[config.mk]
export PLATFORM = sky130hd
export DESIGN_NAME = ecp_rev_host
export DESIGN_NICKNAME = d
export VERILOG_FILES = /design/src/rtl/ecp_rev_pkg.sv /design/src/rtl/ecp_rev_sync.sv /design/src/rtl/ecp_rev_timer.sv /design/src/rtl/ecp_rev_host.sv
export SDC_FILE = /design/constraint.sdc
export NUM_CORES = 1
export LEC_CHECK = 0
export BUFFER_PORTS_ARGS = -buffer_cell sky130_fd_sc_hd__buf_4
export CORE_AREA = 10 10 79 81
export DETAILED_ROUTE_END_ITERATION = 10
export DIE_AREA = 0 0 89 91
export MAX_ROUTING_LAYER = met4
export PLACE_DENSITY = 0.83
export SLEW_MARGIN = 0
export SYNTH_ARGS = -nofsm -noshare
export SYNTH_HDL_FRONTEND = slang
export SYNTH_SLANG_ARGS = --single-unit
[constraint.sdc]
create_clock -name clk -period 3.7 [get_ports clk]
set_clock_uncertainty 0.05 [all_clocks]
set_input_delay 0.185 -clock clk [delete_from_list [all_inputs] [get_ports clk]]
set_output_delay 0.185 -clock clk [all_outputs]
set_load 0.02 [all_outputs]
[src/rtl/ecp_rev_pkg.sv]
package ecp_rev_pkg;

  typedef enum logic [2:0] {
    PH_FWD      = 3'd0,
    PH_TO_REV   = 3'd1,
    PH_XFER     = 3'd2,
    PH_REV_IDLE = 3'd3,
    PH_TO_FWD   = 3'd4
  } phase_e;

  typedef enum logic [2:0] {
    ST_FWD,    // forward idle, lines released
    ST_SETTLE, // HostAck low, bus turned, settle delay running
    ST_REVACK, // nInit low, waiting PError low
    ST_ACKLO,  // HostAck low, waiting nAck low
    ST_ACKHI,  // HostAck high, waiting nAck high
    ST_RIDLE,  // reverse idle, HostAck high
    ST_FWDACK  // nInit high, waiting PError high
  } state_e;

  function automatic phase_e phase_of(input state_e s);
    case (s)
      ST_SETTLE, ST_REVACK: phase_of = PH_TO_REV;
      ST_ACKLO, ST_ACKHI:   phase_of = PH_XFER;
      ST_RIDLE:             phase_of = PH_REV_IDLE;
      ST_FWDACK:            phase_of = PH_TO_FWD;
      default:              phase_of = PH_FWD;
    endcase
  endfunction

endpackage

[src/rtl/ecp_rev_sync.sv]
module ecp_rev_sync #(
  parameter int               WIDTH   = 2,
  parameter logic [WIDTH-1:0] RST_VAL = '1
) (
  input  logic             clk,
  input  logic             rst_n,
  input  logic [WIDTH-1:0] d_i,
  output logic [WIDTH-1:0] q_o
);

  for (genvar g = 0; g < WIDTH; g++) begin : g_bit
    logic meta_q;
    logic sync_q;

    always_ff @(posedge clk or negedge rst_n) begin
      if (!rst_n) begin
        meta_q <= RST_VAL[g];
        sync_q <= RST_VAL[g];
      end else begin
        meta_q <= d_i[g];
        sync_q <= meta_q;
      end
    end

    assign q_o[g] = sync_q;
  end

endmodule

[src/rtl/ecp_rev_timer.sv]
module ecp_rev_timer #(
  parameter int W = 16
) (
  input  logic         clk,
  input  logic         rst_n,
  input  logic         clr_i,
  input  logic [W-1:0] lim_i,
  output logic         hit_o
);

  localparam logic [W-1:0] CNT_MAX = '1;

  logic [W-1:0] cnt_q;
  logic [W-1:0] cnt_d;

  always_comb begin
    if (clr_i)                cnt_d = '0;
    else if (cnt_q == CNT_MAX) cnt_d = cnt_q;
    else                      cnt_d = cnt_q + 1'b1;
  end

  always_ff @(posedge clk or negedge rst_n) begin
    if (!rst_n) cnt_q <= '0;
    else        cnt_q <= cnt_d;
  end

  assign hit_o = (cnt_q >= lim_i);

  // the window counter saturates instead of wrapping back to zero
  p_cnt_hold_r3: assert property (@(posedge clk) disable iff (!rst_n)
    (!clr_i && cnt_q == CNT_MAX) |=> (cnt_q == CNT_MAX));

endmodule

[src/rtl/ecp_rev_host.sv]
module ecp_rev_host
  import ecp_rev_pkg::*;
#(
  parameter int CNT_W  = 16,
  parameter int DATA_W = 8
) (
  input  logic              clk,
  input  logic              rst_n,
  input  logic              rd_start_i,
  input  logic              term_i,
  input  logic [CNT_W-1:0]  settle_cyc_i,
  input  logic [CNT_W-1:0]  tmo_cyc_i,
  input  logic              n_ack_i,
  input  logic              p_error_i,
  input  logic [DATA_W-1:0] data_i,
  output logic              n_strobe_o,
  output logic              host_ack_o,
  output logic              n_init_o,
  output logic              bus_in_o,
  output logic [DATA_W-1:0] rx_data_o,
  output logic              rx_valid_o,
  output logic [2:0]        phase_o,
  output logic              err_rev_o,
  output logic              err_byte_o,
  output logic              err_fwd_o
);

  localparam int NSTAT = 2;

  // reset: asserted asynchronously, released through two flops
  logic rst_q_n;
  ecp_rev_sync #(.WIDTH(1), .RST_VAL(1'b0)) u_rst_sync (
    .clk   (clk),
    .rst_n (rst_n),
    .d_i   (1'b1),
    .q_o   (rst_q_n)
  );

  // status synchronizers, idle level high
  logic [NSTAT-1:0] stat_s;
  logic             nack_s;
  logic             perr_s;
  ecp_rev_sync #(.WIDTH(NSTAT), .RST_VAL({NSTAT{1'b1}})) u_stat_sync (
    .clk   (clk),
    .rst_n (rst_q_n),
    .d_i   ({n_ack_i, p_error_i}),
    .q_o   (stat_s)
  );
  assign nack_s = stat_s[1];
  assign perr_s = stat_s[0];

  state_e state_q, state_d;
  logic   autofd_q, autofd_d;
  logic   init_q, init_d;
  logic   busin_q, busin_d;
  logic   vld_q, vld_d;
  logic   erv_q, erv_d;
  logic   eby_q, eby_d;
  logic   efw_q, efw_d;
  logic   cap_en;
  logic   tmr_hit;
  logic   tmr_clr;
  logic [CNT_W-1:0]  tmr_lim;
  logic [DATA_W-1:0] rx_q;

  assign tmr_clr = (state_d != state_q);
  assign tmr_lim = (state_q == ST_SETTLE) ? settle_cyc_i : tmo_cyc_i;

  ecp_rev_timer #(.W(CNT_W)) u_tmr (
    .clk   (clk),
    .rst_n (rst_q_n),
    .clr_i (tmr_clr),
    .lim_i (tmr_lim),
    .hit_o (tmr_hit)
  );

  always_comb begin
    state_d  = state_q;
    autofd_d = autofd_q;
    init_d   = init_q;
    busin_d  = busin_q;
    erv_d    = erv_q;
    eby_d    = eby_q;
    efw_d    = efw_q;
    vld_d    = 1'b0;
    cap_en   = 1'b0;
    case (state_q)
      ST_FWD: begin
        if (rd_start_i) begin
          state_d  = ST_SETTLE;
          autofd_d = 1'b0;
          busin_d  = 1'b1;
        end
      end
      ST_SETTLE: begin
        if (tmr_hit) begin
          state_d = ST_REVACK;
          init_d  = 1'b0;
        end
      end
      ST_REVACK: begin
        if (!perr_s) begin
          state_d = ST_ACKLO;
        end else if (tmr_hit) begin
          state_d  = ST_FWD;
          autofd_d = 1'b1;
          init_d   = 1'b1;
          erv_d    = 1'b1;
        end
      end
      ST_ACKLO: begin
        if (!nack_s) begin
          state_d  = ST_ACKHI;
          autofd_d = 1'b1;
          vld_d    = 1'b1;
          cap_en   = 1'b1;
        end else if (tmr_hit) begin
          state_d  = ST_FWD;
          autofd_d = 1'b1;
          init_d   = 1'b1;
          eby_d    = 1'b1;
        end
      end
      ST_ACKHI: begin
        if (nack_s) begin
          state_d = ST_RIDLE;
        end else if (tmr_hit) begin
          state_d  = ST_FWD;
          autofd_d = 1'b1;
          init_d   = 1'b1;
          eby_d    = 1'b1;
        end
      end
      ST_RIDLE: begin
        if (term_i) begin
          state_d  = ST_FWDACK;
          autofd_d = 1'b1;
          init_d   = 1'b1;
        end else if (rd_start_i) begin
          state_d  = ST_ACKLO;
          autofd_d = 1'b0;
        end
      end
      ST_FWDACK: begin
        if (perr_s) begin
          state_d = ST_FWD;
          busin_d = 1'b0;
        end else if (tmr_hit) begin
          state_d = ST_FWD;
          efw_d   = 1'b1;
        end
      end
      default: begin
        state_d  = ST_FWD;
        autofd_d = 1'b1;
        init_d   = 1'b1;
      end
    endcase
  end

  always_ff @(posedge clk or negedge rst_q_n) begin
    if (!rst_q_n) begin
      state_q  <= ST_FWD;
      autofd_q <= 1'b1;
      init_q   <= 1'b1;
      busin_q  <= 1'b0;
      vld_q    <= 1'b0;
      erv_q    <= 1'b0;
      eby_q    <= 1'b0;
      efw_q    <= 1'b0;
    end else begin
      state_q  <= state_d;
      autofd_q <= autofd_d;
      init_q   <= init_d;
      busin_q  <= busin_d;
      vld_q    <= vld_d;
      erv_q    <= erv_d;
      eby_q    <= eby_d;
      efw_q    <= efw_d;
    end
  end

  always_ff @(posedge clk or negedge rst_q_n) begin
    if (!rst_q_n)    rx_q <= '0;
    else if (cap_en) rx_q <= data_i;
  end

  assign n_strobe_o = 1'b1;
  assign host_ack_o = autofd_q;
  assign n_init_o   = init_q;
  assign bus_in_o   = busin_q;
  assign rx_data_o  = rx_q;
  assign rx_valid_o = vld_q;
  assign phase_o    = phase_of(state_q);
  assign err_rev_o  = erv_q;
  assign err_byte_o = eby_q;
  assign err_fwd_o  = efw_q;

  // nInit is only ever lowered while HostAck is already low
  p_init_after_ack_r2: assert property (@(posedge clk) disable iff (!rst_q_n)
    $fell(n_init_o) |-> !host_ack_o);

  // a byte strobe always coincides with HostAck rising
  p_valid_ack_rise_r4: assert property (@(posedge clk) disable iff (!rst_q_n)
    rx_valid_o |-> $rose(host_ack_o));

  // bytes are only reported while the data pins are inputs
  p_valid_bus_in_r4: assert property (@(posedge clk) disable iff (!rst_q_n)
    rx_valid_o |-> bus_in_o);

  // a read in reverse idle re-arms HostAck without a new reversal
  p_skip_reverse_r6: assert property (@(posedge clk) disable iff (!rst_q_n)
    (state_q == ST_RIDLE && rd_start_i && !term_i)
      |=> (!n_init_o && !host_ack_o && phase_o == PH_XFER));

  // a terminate raises nInit and HostAck together
  p_term_release_r8: assert property (@(posedge clk) disable iff (!rst_q_n)
    (state_q == ST_RIDLE && term_i) |=> (n_init_o && host_ack_o));

  // the pins turn to output only after PError was seen high
  p_bus_out_r8: assert property (@(posedge clk) disable iff (!rst_q_n)
    $fell(bus_in_o) |-> $past(perr_s));

  // error flags are sticky
  p_err_rev_sticky_r11: assert property (@(posedge clk) disable iff (!rst_q_n)
    err_rev_o |=> err_rev_o);
  p_err_byte_sticky_r11: assert property (@(posedge clk) disable iff (!rst_q_n)
    err_byte_o |=> err_byte_o);

endmodule

==> results of run 1 <==
==> metal layers <==
metal	wire length (um)	GRT usage [%]	up-vias
li1	-	-	1109
met1	2670	20.2	1108
met2	3300	27.1	91
met3	593	4.02	9
met4	112	5.70	0
met5	0	-	-
==> cell families after synthesis <==
group	after synthesis	synth area share (%)
flip-flops	40	38.5
XOR/XNOR	11	3.68
multiplexers	27	10.8
AND/OR/NAND/NOR	98	20.5
buffers and inverters	20	3.49
adder cells (fa/ha/maj)	17	8.12
AO/OA/AOI/OAI	53	14.8
other	1	0.143
==> worst max-delay path: stages (launching register included) <==
cell and delay, ns:
dfrtp_1 0.39, nand2b_1 0.18, nor2_2 0.09, buf_4 0.29
mux2_2 0.38, ha_1 0.28, and3_1 0.14, o21ai_0 0.27
a311oi_4 0.18, nor4_1 0.47, o32ai_4 0.16, buf_12 0.18
nor4_1 0.27
==> worst paths after layout <==
kind                                start                           to  slack [ns]  cells after the start
max                            state_q[1]              u_tmr.cnt_q[14]        0.24                     12
min                             data_i[1]                 rx_data_o[1]        0.06                      2
max reg2reg                    state_q[1]              u_tmr.cnt_q[14]        0.24                     12
min reg2reg                u_rst_sync.q_o              u_tmr.cnt_q[10]        0.25                      0
max in group asynchronous  u_rst_sync.q_o  u_stat_sync.g_bit[1].meta_q        2.56                      1
min in group asynchronous           rst_n               u_rst_sync.q_o        0.15                      2
==> cell usage in the layout, fill, tap and decap left out, types with 7 or more instances in the layout <==
master | Yosys | layout
a21oi_1 | 12 | 12
and3_1 | 7 | 7
nor2b_1 | 7 | 7
nand2_1 | 19 | 19
ha_1 | 17 | 17
nor3_1 | 16 | 16
nor2_1 | 10 | 9
mux2_2 | 11 | 11
buf_4 | 1 | 68
dfrtp_1 | 34 | 34
o21ai_0 | 14 | 14
nand2b_1 | 7 | 7
mux2i_1 | 16 | 16
nand3_1 | 9 | 9
==> power groups by stage <==
stage | Clock [W] | Sequential (W) | Combinational (W)
floorplan | 0 | 0.000647 | 0.000702
global placement | 0 | 0.000585 | 0.00103
detailed placement | 0 | 0.000590 | 0.00106
CTS | 0.000374 | 0.000583 | 0.00107
global route | 0.000390 | 0.000596 | 0.00123
finish | 0.000370 | 0.000581 | 0.00113
==> registers in the layout (all words and copies together) (netlist names) <==
name,count
u_rst_sync.q_o,1
err_fwd_o,1
rx_data_o,8
n_init_o,1
rx_valid_o,1
err_rev_o,1
u_rst_sync.g_bit.meta_q,1
u_tmr.cnt_q,16
u_stat_sync.g_bit.sync_q,2
bus_in_o,1
err_byte_o,1
state_q,3
host_ack_o,1
u_stat_sync.g_bit.meta_q,2
==> Yosys cell counts (7+ instances only) <==
cell type	number
dfrtp_1	34
nand2_1	19
ha_1	17
mux2i_1	16
nor3_1	16
o21ai_0	14
a21oi_1	12
mux2_2	11
nor2_1	10
nand3_1	9
clkbuf_1	8
and3_1	7
nand2b_1	7
nor2b_1	7
==> what timing repair did <==
action,CTS,global route
endpoints found under the setup margin,0,5
gates resized for setup,0,1
endpoints found under the hold margin,4,0
hold buffers,3,0
setup buffers,0,1
==> layout make-up <==
type | count | area [um^2] | area share, %
repair buffers | 72 | 561 | 17.0
clock inverters | 3 | 46.3 | 1.40
flip-flops and latches | 40 | 1010 | 30.5
clock buffers | 5 | 68.8 | 2.08
multi-input cells | 208 | 1530 | 46.3
well taps | 54 | 67.6 | 2.04
inverters | 6 | 22.5 | 0.681
==> stage by stage <==
| step | instances | setup WS [ns] | utilization [%] | power [W] |
|---|---|---|---|---|
| 2_1_floorplan | 268 | 0.00235 | - | 0.00135 |
| 3_3_place_gp | 376 | 0.380 | 67.2 | 0.00162 |
| 3_5_place_dp | 376 | 0.273 | 67.2 | 0.00165 |
| 4_1_cts | 387 | 0.219 | 70.4 | 0.00203 |
| 5_1_grt | 388 | 0.0390 | 71.0 | 0.00222 |
| 6_report | 388 | 0.239 | 71.0 | 0.00208 |
==> results.yml, run 1 <==
clock_network:
  cts_made_buffers: 5
  cts.path.max_buffers: 2
  clockRootBuffer: "clkbuf_8"
  clk_transition_reported_paths_ns: 0.09
  clkSinkCount: 40
  htreeDepth: 2
  cts_tree: "yes"
  clock_latency_ns: 0.30
finish:
  area_growth_pct: 26.3
  diodes: 0
  nets: 396
  drive_gt1_share_pct: 31.7
  fill_cells: 355
  finish.instance_area_mm2: 0.00331
global_route:
  grt-ovfl-total: 0
  grt_start_max_net_pins: 22
  grt_pass1_vias: 2298
  groute.usage.overall_pct: 16.9
  grt_pass1_wl_um: 10800
  antenna_found_initial: 0
floorplan:
  io_pins: 65
  die_w_um: 89
  die_area_mm2: 0.00810
  dieHeight_um: 91
  start_util_pct: 56.2
  rows: 25
  core_mm2: 0.00466
critical_path:
  cp-end-kind: "register"
  cp.required_ns: 3.85
  start_kind: "register"
  path_class: "register to register"
  arrival_ns: 3.61
  critical_path.max_fanout: 19
synth:
  ys_ff_latch: 40
  synth_area_leaders: "dfrtp_1, ha_1, mux2i_1"
  synth_area_mm2: 0.00262
  seq_area_frac_synth_pct: 38.5
  ys_warn_count: 0
  avgSynthCellArea_um2: 9.81
  ys_types: 55
  synth_edf_count: 0
  syn_inst: 267
  synth_top_area_share_pct: 32.5
  yosys_most_used_dff: "dfrtp_1"
  postSynth.asyncResetShare_pct: 100
  yosysTopAreaCell: "dfrtp_1"
power_and_ir_drop:
  power_frac_clock_pct: 17.8
  p_per_area_mw_per_mm2: 628
  power.switching_w: 0.000869
  p_seq_share_pct: 28.0
  switching_share_pct: 41.8
  p_int_w: 0.00121
  leakagePower_nw: 1.53
  pwr-share-comb_pct: 54.2
  vdd_drop_max_uv: 417
timing:
  period_needed_ns: 3.46
  final_min_period_over_clock_period_pct: 93.5
  slew_headroom_pct: 51.2
  max_freq_mhz: 289
  rsz0062_at_grt: "false"
  worstMarginPinSlew_ns: 0.728
  tns_ns: 0
  setup_violations: 0
  whs_ns: 0.0616
  final_max_slew_viol_count: 0
  hold_viol: 0
routing:
  drc: 0
  drt-initial-drc-count: 206
  routedWlPerCell_um: 17.2
  viasPerCell: 5.97
  ant_nets: 0
  vias: 2317
  routed_wl_um: 6680
  dr.pass1.iters: 4
hold_path:
  min_path_type: "primary input to register"
placed_design:
  place_area_mm2: 0.00313
  hpwl_um: 5110
  gp_congestion: 0.904
  io_buffers: 63
run_status:
  status: "finished, final reports clean"
run:
  cap_violations: 0
No activity file was read; power rests on OpenSTA's default activity.
==> run 2: changes to the inputs <==
--- a/config.mk
+++ b/config.mk
@@ -6,12 +6,13 @@
 export NUM_CORES = 1
 export LEC_CHECK = 0
 export BUFFER_PORTS_ARGS = -buffer_cell sky130_fd_sc_hd__buf_4
-export CORE_AREA = 10 10 79 81
+export CORE_AREA = 10 10 80 82
 export DETAILED_ROUTE_END_ITERATION = 10
-export DIE_AREA = 0 0 89 91
+export DIE_AREA = 0 0 90 92
 export MAX_ROUTING_LAYER = met4
-export PLACE_DENSITY = 0.83
+export PLACE_DENSITY = 0.82
 export SLEW_MARGIN = 0
 export SYNTH_ARGS = -nofsm -noshare
 export SYNTH_HDL_FRONTEND = slang
+export SYNTH_HIERARCHICAL = 1
 export SYNTH_SLANG_ARGS = --single-unit
==> results.yml, run 2 <==
routing:
  dr.pass1.iters: 4
  met3WireLength_um: 304
  viasPerCell: 5.61
  route.top_layer_used: "met4"
  routedWlPerCell_um: 17.4
  routed_wl_um: 7490
  drt-met1-wl_um: 3260
  met2_length_um: 3860
  drc: 0
  ant_nets: 0
  drt-initial-drc-count: 174
  vias: 2412
timing:
  slew_headroom_pct: 27.7
  worstMarginPinSlew_ns: 1.08
  period_needed_ns: 3.79
  rsz0062_at_grt: "true"
  final_max_slew_viol_count: 0
  worst_slack_ns: -0.0893
  whs_ns: 0.0701
  final_min_period_over_clock_period_pct: 102
  setup_violations: 6
  max_freq_mhz: 264
  hold_viol: 0
synth:
  yosys_most_used_dff: "dfrtp_1"
  ys_warn_count: 6
  ys_types: 59
  ys_ff_latch: 40
  avgSynthCellArea_um2: 9.51
  synthTopCellsByCount: "dfrtp_1, mux2_2, a21oi_1, inv_1, nor2_1"
  yosysMostFrequentCell: "dfrtp_1"
  synth_edf_count: 0
  postSynth.asyncResetShare_pct: 100
  synth_area_mm2: 0.00268
  synth_area_leaders: "dfrtp_1, mux2_2, ha_1"
  seq_area_frac_synth_pct: 37.6
  synth_top_area_share_pct: 31.7
  syn_inst: 282
  yosysTopAreaCell: "dfrtp_1"
finish:
  final_cell_mix: "buf_4, dfrtp_1, nor2_1, mux2_2, a21oi_1"
  regMostFlops: "u_tmr/cnt_q"
  nets: 423
  final_common_cell: "buf_4"
  fill_cells: 332
  largest_reg_flops: 16
  diodes: 0
  finish.instance_area_mm2: 0.00370
  post-route-util_pct: 75.4
  drive_gt1_share_pct: 46.7
  area_growth_pct: 38.0
clock_network:
  cts_tree: "yes"
  clkSinkCount: 40
  clock_latency_ns: 0.29
  clockRootBuffer: "clkbuf_8"
  cts.path.max_buffers: 2
  htreeDepth: 2
  clk_transition_reported_paths_ns: 0.08
  cts_made_buffers: 5
critical_path:
  critical_path.max_fanout: 6
  arrival_ns: 3.98
  r2r-start: "state_q[1]"
  rr_worst_depth: 18
  crit_chain: "nand2b_4 > nor2_4 > buf_6 > mux2_2 > inv_2 > ha_4 > a21o_1 > o21ai_1 > o311a_1 > o21ai_2 > or3b_1 > o211a_1 > a311oi_2 > o21ai_2 > buf_6 > nand2b_4 > a21oi_2 > a31o_2"
  crit_family: "compound AO/OA/AOI/OAI gates"
  slowest_delay_ns: 0.41
  cp-end-kind: "register"
  start_kind: "register"
  slowest_stage: "or3b_1"
  timing.rr.end: "u_tmr/cnt_q[4]"
  r2r_setup_slack_ns: -0.09
  cp.required_ns: 3.89
  crit_buf_inv: 3
  path_class: "register to register"
floorplan:
  start_util_pct: 54.6
  die_w_um: 90
  dieHeight_um: 92
  rows: 26
  die_area_mm2: 0.00828
  core_mm2: 0.00491
  io_pins: 65
placed_design:
  gp_congestion: 0.922
  place_area_mm2: 0.00326
  hpwl_um: 5030
  io_buffers: 63
power_and_ir_drop:
  leakagePower_nw: 1.75
  vdd_drop_max_uv: 350
  p_per_area_mw_per_mm2: 662
hold_path:
  hold-path-endpoint: "rx_data_o[1]"
  min_from: "data_i[1]"
  min_path_type: "primary input to register"
  hold-path-cell-count: 2
global_route:
  grt_pass1_wl_um: 11100
  grt_start_max_net_pins: 28
  grt_pass1_vias: 2320
  antenna_found_initial: 0
  groute.usage.overall_pct: 16.2
  grt-ovfl-total: 0
run:
  cap_violations: 0
run_status:
  violations: "setup timing"
  status: "complete, but fails checks"
==> run 2: cell types whose count changed in the layout (fill, tap and decap cells not counted), moves of 8 or more <==
cell,change
buf_4,+8
mux2i_1,-15
inv_2,+8
ha_4,+8
nor3_1,-13
nor2_1,+8
inv_1,+8
ha_1,-9
==> run 2: final cells by class <==
| class | instances | area (um^2) | area share (%) |
|---|---|---|---|
| Multi-Input combinational cell | 206 | 1770 | 47.9 |
| Sequential cell | 40 | 1010 | 27.2 |
| Timing Repair Buffer | 85 | 668 | 18.0 |
| Tap cell | 70 | 87.6 | 2.37 |
| Inverter | 22 | 82.6 | 2.23 |
| Clock buffer | 5 | 68.8 | 1.86 |
| Clock inverter | 2 | 12.5 | 0.338 |
==> run 2: logic make-up after synthesis <==
| kind of cell | synth area share (%) |
|---|---|
| compound gates | 16.8 |
| mux | 11.7 |
| xor+xnor | 0.653 |
| other cells | 0.140 |
| flops | 37.6 |
| simple gates | 17.9 |
| fa+ha+maj | 8.35 |
| buf+inv | 6.86 |
==> run 2: how the worst max path moves through the flow <==
stage / start / end / depth (start not counted)
floorplan: state_q[1] / u_tmr/cnt_q[2] / 18
global placement: state_q[1] / u_tmr/cnt_q[7] / 17
finish: state_q[1] / u_tmr/cnt_q[4] / 18
global route: state_q[1] / u_tmr/cnt_q[4] / 18
CTS: state_q[1] / u_tmr/cnt_q[4] / 18
detailed placement: state_q[1] / u_tmr/cnt_q[7] / 15
==> run 2: per-layer routing <==
layer / vias up / GRT usage, %
met5: - / -
met4: 0 / 4.77
met3: 7 / 3.18
met2: 69 / 25.7
met1: 1165 / 20.6
li1: 1171 / -
==> run 2: per-stage QoR <==
step	setup WS, ns	std cells	power (W)	setup TNS (ns)
after detailed placement	-0.0614	412	0.00175	-0.246
final	-0.0893	430	0.00245	-0.223
after global placement	0.0768	412	0.00171	0
after global routing	-0.278	430	0.00261	-3.12
after floorplan	0.0159	283	0.00145	0
after CTS	0.00587	422	0.00206	0
==> run 2: what timing repair did <==
action,4_1_cts,5_1_grt
hold endpoints to repair,4,0
cloned,0,1
pin swaps,2,18
resized for setup,5,52
setup buffers,0,7
endpoints found under the setup margin,11,16
hold buffers,3,0
==> run 2: power by group <==
part	internal, W	switching, W
sequential	0.000527	0.0000794
clock	0.000128	0.000152
combinational	0.000814	0.000751
==> run 2: worst reg2reg max path: stages (launching register included) <==
cell	delay [ns]
dfrtp_1	0.38
nand2b_4	0.15
nor2_4	0.22
buf_6	0.15
mux2_2	0.33
inv_2	0.08
ha_4	0.21
a21o_1	0.20
o21ai_1	0.18
o311a_1	0.21
o21ai_2	0.08
or3b_1	0.41
o211a_1	0.16
a311oi_2	0.26
o21ai_2	0.11
buf_6	0.15
nand2b_4	0.14
a21oi_2	0.13
a31o_2	0.12
